--- src/rtl/pwm3_pkg.sv ---
// Package pwm3_pkg: register select codes and mode bit positions shared
// by the PWM generator and its bench. Assumes a 3-bit select field.
package pwm3_pkg;
    typedef enum logic [2:0] {
        SEL_HALF  = 3'd0,
        SEL_DEAD  = 3'd1,
        SEL_DUTY0 = 3'd2,
        SEL_DUTY1 = 3'd3,
        SEL_DUTY2 = 3'd4,
        SEL_MODE  = 3'd5,
        SEL_SYNCW = 3'd6
    } pwm3_sel_e;

    localparam int MODE_DBL_BIT = 0;
    localparam int MODE_EXT_BIT = 1;
endpackage

--- src/rtl/pwm3_regs.sv ---
// pwm3_regs: shadow and active copies of all configuration.
// Writes land in the shadows. load_all copies every shadow to active,
// and load_duty copies the three duties only. Assumes CW >= DTW, SWW.
module pwm3_regs
    import pwm3_pkg::*;
#(
    parameter int CW       = 10,
    parameter int DTW      = 6,
    parameter int SWW      = 6,
    parameter int DEF_HALF = 8
) (
    input  logic                clk,
    input  logic                rst_n,
    input  logic                we,
    input  logic [2:0]          sel,
    input  logic [CW-1:0]       wdata,
    input  logic                load_all,
    input  logic                load_duty,
    output logic [CW-1:0]       act_half,
    output logic [DTW-1:0]      act_dead,
    output logic [2:0][CW-1:0]  act_duty,
    output logic [1:0]          act_mode,
    output logic [SWW-1:0]      act_syncw,
    output logic [SWW-1:0]      sh_syncw
);
    localparam logic [CW-1:0] MIN_HALF = CW'(2);

    logic [CW-1:0]      sh_half;
    logic [DTW-1:0]     sh_dead;
    logic [2:0][CW-1:0] sh_duty;
    logic [1:0]         sh_mode;

    // Capture host writes into the shadow copies.
    always_ff @(posedge clk) begin
        if (!rst_n) begin
            sh_half  <= CW'(DEF_HALF);
            sh_dead  <= '0;
            sh_duty  <= '0;
            sh_mode  <= '0;
            sh_syncw <= SWW'(1);
        end else if (we) begin
            case (pwm3_sel_e'(sel))
                SEL_HALF:  sh_half    <= (wdata < MIN_HALF) ? MIN_HALF : wdata;
                SEL_DEAD:  sh_dead    <= wdata[DTW-1:0];
                SEL_DUTY0: sh_duty[0] <= wdata;
                SEL_DUTY1: sh_duty[1] <= wdata;
                SEL_DUTY2: sh_duty[2] <= wdata;
                SEL_MODE:  sh_mode    <= wdata[1:0];
                SEL_SYNCW: sh_syncw   <= wdata[SWW-1:0];
                default:   ;
            endcase
        end
    end

    // Transfer shadows to the active set at the permitted update points.
    always_ff @(posedge clk) begin
        if (!rst_n) begin
            act_half  <= CW'(DEF_HALF);
            act_dead  <= '0;
            act_duty  <= '0;
            act_mode  <= '0;
            act_syncw <= SWW'(1);
        end else if (load_all) begin
            act_half  <= sh_half;
            act_dead  <= sh_dead;
            act_duty  <= sh_duty;
            act_mode  <= sh_mode;
            act_syncw <= sh_syncw;
        end else if (load_duty) begin
            act_duty  <= sh_duty;
        end
    end
endmodule

--- src/rtl/pwm3_timebase.sv ---
// pwm3_timebase: up/down period counter, external sync synchronizer and
// sync pulse stretcher. Assumes half >= 2, which the register block enforces.
module pwm3_timebase #(
    parameter int CW  = 10,
    parameter int SWW = 6
) (
    input  logic           clk,
    input  logic           rst_n,
    input  logic [CW-1:0]  half,
    input  logic           dbl,
    input  logic           ext_en,
    input  logic [SWW-1:0] pulse_w,
    input  logic           ext_sync,
    output logic [CW-1:0]  cnt,
    output logic           second_half,
    output logic           start_evt,
    output logic           mid_evt,
    output logic           sync_out
);
    localparam logic [CW-1:0] ONE = CW'(1);

    logic           s1, s2, s3;
    logic           restart, at_top, at_end;
    logic [SWW-1:0] scnt;

    // Bring the asynchronous sync input into the clock domain and keep one
    // delayed copy for edge detection.
    always_ff @(posedge clk) begin
        if (!rst_n) begin
            s1 <= 1'b0;
            s2 <= 1'b0;
            s3 <= 1'b0;
        end else begin
            s1 <= ext_sync;
            s2 <= s1;
            s3 <= s2;
        end
    end

    // Decode the events that end a half or restart the period.
    always_comb begin
        restart   = ext_en && s2 && !s3;
        at_top    = !second_half && (cnt >= half - ONE);
        at_end    = second_half && (cnt <= ONE);
        start_evt = at_end || restart;
        mid_evt   = at_top && !restart;
    end

    // Triangular counter: up in the first half, down in the second.
    always_ff @(posedge clk) begin
        if (!rst_n) begin
            cnt         <= '0;
            second_half <= 1'b0;
        end else if (start_evt) begin
            cnt         <= '0;
            second_half <= 1'b0;
        end else if (at_top) begin
            cnt         <= half;
            second_half <= 1'b1;
        end else if (second_half) begin
            cnt         <= cnt - ONE;
        end else begin
            cnt         <= cnt + ONE;
        end
    end

    // Stretch each sync event into a pulse of pulse_w cycles.
    always_ff @(posedge clk) begin
        if (!rst_n)
            scnt <= '0;
        else if (start_evt || (mid_evt && dbl))
            scnt <= pulse_w;
        else if (scnt != '0)
            scnt <= scnt - SWW'(1);
    end

    assign sync_out = (scnt != '0);
endmodule

--- src/rtl/pwm3_phase.sv ---
// pwm3_phase: one inverter leg. Compares the counter with the clamped duty
// to form a centred pulse. Then it delays the rising edge of each side by
// the dead time. Assumes cnt never exceeds half.
module pwm3_phase #(
    parameter int CW  = 10,
    parameter int DTW = 6
) (
    input  logic           clk,
    input  logic           rst_n,
    input  logic [CW-1:0]  cnt,
    input  logic           second_half,
    input  logic [CW-1:0]  half,
    input  logic [CW-1:0]  duty,
    input  logic [DTW-1:0] dead,
    output logic           hi,
    output logic           lo
);
    logic [CW-1:0]  thr;
    logic           raw_hi, raw_lo;
    logic [DTW-1:0] age_hi, age_lo;

    // Threshold from the clamped duty. The strict compare in the second half
    // keeps the pulse at exactly 2*duty cycles.
    always_comb begin
        thr    = half - ((duty > half) ? half : duty);
        raw_hi = second_half ? (cnt > thr) : (cnt >= thr);
        raw_lo = !raw_hi;
    end

    // Count how long each raw drive has been on, saturating at the dead time.
    always_ff @(posedge clk) begin
        if (!rst_n) begin
            age_hi <= '0;
            age_lo <= '0;
        end else begin
            age_hi <= !raw_hi ? '0 : (age_hi >= dead) ? age_hi : age_hi + DTW'(1);
            age_lo <= !raw_lo ? '0 : (age_lo >= dead) ? age_lo : age_lo + DTW'(1);
        end
    end

    assign hi = raw_hi && (age_hi >= dead);
    assign lo = raw_lo && (age_lo >= dead);
endmodule

--- src/rtl/pwm3_gen.sv ---
// pwm3_gen: top of the three-phase centre-aligned PWM generator. Ties the
// register block, the time base and three leg instances together.
// Assumes a single clock and a synchronous active-low reset.
module pwm3_gen
    import pwm3_pkg::*;
#(
    parameter int CW       = 10,
    parameter int DTW      = 6,
    parameter int SWW      = 6,
    parameter int DEF_HALF = 8,
    parameter int NPH      = 3
) (
    input  logic           clk,
    input  logic           rst_n,
    input  logic           cfg_we,
    input  logic [2:0]     cfg_sel,
    input  logic [CW-1:0]  cfg_data,
    input  logic           ext_sync,
    output logic [2:0]     pwm_hi,
    output logic [2:0]     pwm_lo,
    output logic           sync_out,
    output logic           second_half
);
    logic [CW-1:0]      cnt, act_half;
    logic [DTW-1:0]     act_dead;
    logic [2:0][CW-1:0] act_duty;
    logic [1:0]         act_mode;
    logic [SWW-1:0]     act_syncw, sh_syncw, pulse_w;
    logic               start_evt, mid_evt, dbl;

    assign dbl     = act_mode[MODE_DBL_BIT];
    assign pulse_w = start_evt ? sh_syncw : act_syncw;

    pwm3_regs #(.CW(CW), .DTW(DTW), .SWW(SWW), .DEF_HALF(DEF_HALF)) u_regs (
        .clk(clk), .rst_n(rst_n), .we(cfg_we), .sel(cfg_sel), .wdata(cfg_data),
        .load_all(start_evt), .load_duty(mid_evt && dbl),
        .act_half(act_half), .act_dead(act_dead), .act_duty(act_duty),
        .act_mode(act_mode), .act_syncw(act_syncw), .sh_syncw(sh_syncw)
    );

    pwm3_timebase #(.CW(CW), .SWW(SWW)) u_tb (
        .clk(clk), .rst_n(rst_n), .half(act_half), .dbl(dbl),
        .ext_en(act_mode[MODE_EXT_BIT]), .pulse_w(pulse_w), .ext_sync(ext_sync),
        .cnt(cnt), .second_half(second_half), .start_evt(start_evt),
        .mid_evt(mid_evt), .sync_out(sync_out)
    );

    for (genvar i = 0; i < NPH; i++) begin : g_leg
        pwm3_phase #(.CW(CW), .DTW(DTW)) u_leg (
            .clk(clk), .rst_n(rst_n), .cnt(cnt), .second_half(second_half),
            .half(act_half), .duty(act_duty[i]), .dead(act_dead),
            .hi(pwm_hi[i]), .lo(pwm_lo[i])
        );
    end
endmodule

--- config.mk ---
export PLATFORM = sky130hd
export DESIGN_NAME = pwm3_gen
export DESIGN_NICKNAME = d
export VERILOG_FILES = /design/src/rtl/pwm3_pkg.sv /design/src/rtl/pwm3_regs.sv /design/src/rtl/pwm3_timebase.sv /design/src/rtl/pwm3_phase.sv /design/src/rtl/pwm3_gen.sv
export SDC_FILE = /design/constraint.sdc
export NUM_CORES = 1
export LEC_CHECK = 0
export ABC_AREA = 1
export CAP_MARGIN = 30
export CORE_AREA = 2 2 202 204
export CTS_CLUSTER_SIZE = 8
export DETAILED_ROUTE_END_ITERATION = 6
export DIE_AREA = 0 0 204 206
export GPL_ROUTABILITY_DRIVEN = 0
export PLACE_DENSITY = 0.44
export RECOVER_POWER = 100
export SLEW_MARGIN = 15
export SYNTH_ARGS = -nofsm -noshare
export SYNTH_HDL_FRONTEND = slang
export SYNTH_HIERARCHICAL = 1
export SYNTH_SLANG_ARGS = --single-unit
export TNS_END_PERCENT = 20
--- constraint.sdc ---
create_clock -name clk -period 10.1 [get_ports clk]
set_input_delay 2.02 -clock clk [delete_from_list [all_inputs] [get_ports clk]]
set_output_delay 2.02 -clock clk [all_outputs]
set_load 0.005 [all_outputs]
======== After elaboration in Yosys (flattened, before gate mapping) ========
Cells that the tools add are included.
storage, ports and cells
  flip-flop bits (word level) ............. 164
  bits of input ports ..................... 17
  output and inout port bits .............. 8
  word-level logic and storage cells ...... 116
operators by class
  add/subtract/negate cells ............... 13
  order comparisons ....................... 18
  eq/ne operators ......................... 6
  mux-type cells .......................... 14
  bitwise logic cells ..................... 1
  reduce and logical (&&, ||, !) cells .... 38
operators with widths
  kind                                                             count
  greater-than comparator 10 bit                                   6
  two-way mux 10 bit                                               6
  two-way mux 30 bit                                               2
  >= comparator 10 bit                                             4
  adder 6 x 1 -> 6 bit, second input constant                      6
  >= comparator 6 bit                                              6
  subtractor 10 bit                                                3
  AND reduction 2 bit                                              10
  subtractor 10 x 1 -> 10 bit, second input constant               2
  two-way mux 6 bit                                                3
  logical AND 1 bit                                                12
  adder 10 x 1 -> 10 bit, second input constant                    1
  less-or-equal comparator 10 x 1 -> 1 bit, second input constant  1
  less-than comparator 10 x 2 -> 1 bit, second input constant      1
  == test 3 bit, second input constant                             3
  OR reduction 2 bit                                               4
  == test 3 x 2 -> 1 bit, second input constant                    2
  logical NOT 1 bit                                                6
  nonzero test 6 bit                                               1
  subtractor 6 x 1 -> 6 bit, second input constant                 1
  nonzero test 2 bit                                               2
  == test 3 x 1 -> 1 bit, second input constant                    1
  logical NOT 3 bit                                                1
  two-way mux 1 bit                                                3
  other kinds (2)                                                  3

======== Longest topological paths before layout ========
  depth after elaboration ................. 7
  depth in mapped cells ................... 32
  gate-level depth less buffers ........... 31

======== Hierarchy ========
Netlist, hierarchy kept.
by module, submodules not included
  module                        instances  cells each  area each (µm²)  sequential area each (µm²)
  pwm3_regs                     1          470         3808.7           2162.1
  pwm3_phase at g_leg[2].u_leg  1          347         2187.1           240.2
  pwm3_phase at g_leg[0].u_leg  1          349         2149.6           240.2
  pwm3_phase at g_leg[1].u_leg  1          324         2047.0           240.2
  pwm3_timebase                 1          229         1594.0           400.4
  pwm3_gen                      1          21          78.8             0.0

======== Least setup slack after synthesis ========
No wires, ideal clock.
  path kind ............................... flip-flop to output port
  start ................................... reg u_regs.act_half[1]
  end ..................................... out pwm_hi[2]
  arrival time ............................ 3.591 ns
  data required time ...................... 8.080 ns
  slack ................................... 4.489 ns
  stages on the path, launching flop included .. 25
  path buffers ............................ 1
  path through ............................ dfxtp_1 > inv_1 > ha_1 > nand2_1 > nand2_1 > nand3_1 > nand3_1 > nand2_2 > buf_6 > nand2_1 > o21ai_1 > ha_1 > inv_1 > fa_1 > nand3_1 > nand2_1 > nand4_1 > nand2_1 > xnor2_1 > ha_1 > nand2_2 > nor2_4 > nand3_2 > or2_1 > a21boi_1
on the way
  word-level cells in the longest chain between the ends .. 6
  elaborated cells on any way between the ends .. 7
  classes of those cells .................. add/sub: 1; order compare: 3; mux: 2; reduce/logical: 1
ends and longest elaborated chain
  element                                                                        line              source
  start, declared                                                                pwm3_regs.sv:19   output logic [CW-1:0] act_half,
  start signal, assigned                                                         pwm3_regs.sv:58   act_half <= CW'(DEF_HALF);
  start signal, assigned                                                         pwm3_regs.sv:64   act_half <= sh_half;
  greater-than comparator 10 bit                                                 pwm3_phase.sv:25  thr = half - ((duty > half) ? half : duty);
  two-way mux 10 bit                                                             pwm3_phase.sv:25
  subtractor 10 bit *                                                            pwm3_phase.sv:25
  >= comparator 10 bit / greater-than comparator 10 bit (equally long branches)  pwm3_phase.sv:26  raw_hi = second_half ? (cnt > thr) : (cnt >= thr);
  two-way mux 1 bit *                                                            pwm3_phase.sv:26
  logical AND 1 bit *                                                            pwm3_phase.sv:41  assign hi = raw_hi && (age_hi >= dead);
  end, declared                                                                  pwm3_gen.sv:19    output logic [2:0] pwm_hi,
Every way passes the cells marked *; elsewhere a longest branch is shown, timed or not.

======== Worst setup path in the final report ========
  start ................................... reg u_regs.act_half[5]
  end ..................................... out pwm_hi[2]
Same word-level chain as after synthesis.

==> impl_metrics.yaml <==
status:
  status: "complete, but fails checks"
  violations: "capacitance limit, slew limit"
routing:
  dr.pass1.iters: 5
  routed_wl_um: 31930
  drt_iter0_markers: 608
  avgViaCountPerCell: 4.539
  ant_nets: 0
  vias: 10427
  routedWlPerCell_um: 13.90
  drc: 0
yosys:
  synth_top_area_cell: "dfxtp_1"
  syn_area_mm2: 0.01187
  postSynth.asyncResetShare_pct: 0
  synth_edf_count: 0
  syn_nets: 1904
  synthTopCellsByArea: "dfxtp_1 28%, ha_1 15%, nand2_1 11%, inv_1 8.6%, nor2_1 8.2%"
  yosysWarnings: 6
  synth_top_area_share_pct: 27.67
  syn_avg_cell_area_um2: 6.819
  syn_inst: 1740
  yosysSeqAreaShare_pct: 27.67
  yosys_register_bits: 164
  synth_cell_type_count: 48
  yosys_most_used_dff: "dfxtp_1"
floorplan:
  start_util_pct: 29.53
  dieArea_mm2: 0.04202
  design.core.area_mm2: 0.04018
  die_w_um: 204
  die_h_um: 206
  pin_count: 25
  fp-row-count: 74
global_routing:
  gr-usage-met2_pct: 25.67
  grt_max_degree: 105
  grt_busiest_layer: "met2"
  grt_overflow: 0
  grt_pass1_vias: 9961
  antenna_found_initial: 0
  grt_use_met3_pct: 2.681
  grt_pass1_wl_um: 52670
  use_met1_pct: 22.18
  gr-usage-all-layers_pct: 16.01
min_path:
  whs_endpoint: "u_tb/s2"
  hold_start: "u_tb/s1"
  hold_path_class: "reg2reg"
  hold_depth: 2
critical_path:
  reg2reg_slack_ps: 5220
  slowest_delay_ps: 770
  path_cells: "inv_1, ha_1, nand2_1, nor2_1, nand3_1, nand3_1, nand2_1, o21ai_0, ha_1, a21oi_1, nand2_1, nand2_1, nand2_1, nor2_1, inv_1, nand2_1, nand2_1, ha_1, nand2_1, nor2_1, nand3_2, or2_0, a21boi_0, clkdlybuf4s50_1"
  cp_data_required_time_ps: 8080
  worstSetupEndpointType: "output pin"
  reg2reg_from: "u_regs/act_half[5]"
  slowest_stage: "dfxtp_1"
  critPathBufInv: 3
  critical_path.top_delay_family: "simple AND/OR/NAND/NOR gates"
  path_max_fanout: 20
  crit_top_cell: "nand2_1"
  start_kind: "register"
  criticalPathCategory: "reg2out"
  ff2ff_path_depth: 24
  cp.depth: 24
  rr_endpoint: "g_leg[2].u_leg/age_hi[5]"
  critPathArrivalTime_ps: 5680
job:
  cap_violations: 1
clock_tree:
  cts-resized-gates: 0
  cts_max_level: 4
  cts_root_buf: "clkbuf_16"
  clk_latency_ps: 460
  clk_pin_slew_ps: 70
  cts_setup_buffers: 0
  clockBufferDepth: 2
  cts_buffers: 17
  hold_buffers: 0
  cts_tree: "done"
  cts.sinks: 164
sta:
  drv_slew: 105
  relSlewSlack_pct: -145.1
  setup_viol: 0
  finalHoldViolations: 0
  fin_crit_sh_pct: 76.22
  fmax_ghz: 0.1299
  max_slew.worst_pin.slew_ps: 3676
  fin_crit_ps: 7699
  fin_skew_ps: 18.57
  tns_ps: 0
  rsz0062_at_grt: "false"
placement:
  dp_hpwl_um: 23470
  place.port_buffers: 24
finish:
  layout-drive-gt1-share_pct: 4.816
  nets: 1916
  layout_commonest_cell: "nand2_1"
  mostFrequentLayoutCells: "360 x nand2_1, 272 x inv_1, 264 x nor2_1"
  area_growth_pct: 10.64
  antenna_cells: 0
-- state kept, by name (all words and copies together), names as in the netlist, 6 cells and up --
register	flops
g_leg.u_leg/age_lo	18
u_tb/scnt	6
u_regs/sh_half	10
u_regs/sh_duty	30
u_regs/act_duty	30
u_tb/cnt	10
u_regs/act_syncw	6
u_regs/act_dead	6
u_regs/sh_dead	6
u_regs/act_half	10
u_regs/sh_syncw	6
g_leg.u_leg/age_hi	18
-- layout make-up --
class                      count  area [µm²]
inverter                     277        1045
fill                        4511       27060
clock inverter                12       176.4
sequential                   164        3283
clock buffer                  20       466.7
tap                          532       665.6
timing repair buffer          28       267.8
multi-input combinational   1264        7223
-- synth_stat cells, drive strengths merged, types with 2 or more instances --
library cell    n
a31oi           3
o21ai         160
nand3          81
fa              3
a21oi          87
nor2          281
nand2         377
a21boi          5
clkbuf         12
buf            23
nor3            6
ha            144
xnor2          32
nand3b          2
or2             4
inv           276
o211ai          2
nand4          28
xor2           26
o2111ai         2
o21bai          5
dfxtp         164
a21o           12
-- cell families (layout without fill, tap and decap cells) --
family	Yosys count	count (layout)	share of synthesized area (%)
buf+inv	312	337	10.61
flops	164	164	27.67
fa+ha+maj	147	147	15.69
simple gates	780	780	28.90
compound gates	279	279	12.84
xor+xnor	58	58	4.281
-- how the worst max path moves through the flow --
| stage | start | endpoint | slack, ps |
|---|---|---|---|
| after floorplan | u_regs/act_half[1] | pwm_hi[2] | 4490 |
| after global placement | u_regs/act_half[3] | pwm_hi[1] | 3160 |
| after detailed placement | u_regs/act_half[8] | pwm_hi[1] | 3080 |
| after CTS | u_regs/act_half[8] | pwm_hi[1] | 2550 |
| after global routing | u_regs/act_half[5] | pwm_hi[2] | 1760 |
| final | u_regs/act_half[5] | pwm_hi[2] | 2400 |
-- routing by layer --
metal / vias up / wire (µm)
li1: 5574 / -
met1: 4708 / 16680
met2: 121 / 13920
met3: 24 / 914
met4: 0 / 418
met5: - / 0
-- tightest hold or removal path: stages, from the launching register on --
cell and delay (ps):
dfxtp_1 310, nand2_1 50, inv_1 40
-- per-stage QoR --
| stage | setup WS (ps) | area, µm² | hold slack [ps] | util, % | cells |
|---|---|---|---|---|---|
| 2_1_floorplan | 4489 | 11870 | 390.0 | - | 1740 |
| 3_3_place_gp | 3156 | 12580 | 399.8 | 31.30 | 2264 |
| 3_5_place_dp | 3078 | 12590 | 415.2 | 31.34 | 2265 |
| 4_1_cts | 2553 | 13240 | 428.8 | 32.94 | 2297 |
| 5_1_grt | 1764 | 13130 | 438.2 | 32.67 | 2297 |
| 6_report | 2401 | 13130 | 421.6 | 32.67 | 2297 |
Power is not shown: default switching activity piles up to over one toggle a cycle in this logic, so the estimate is an artifact.
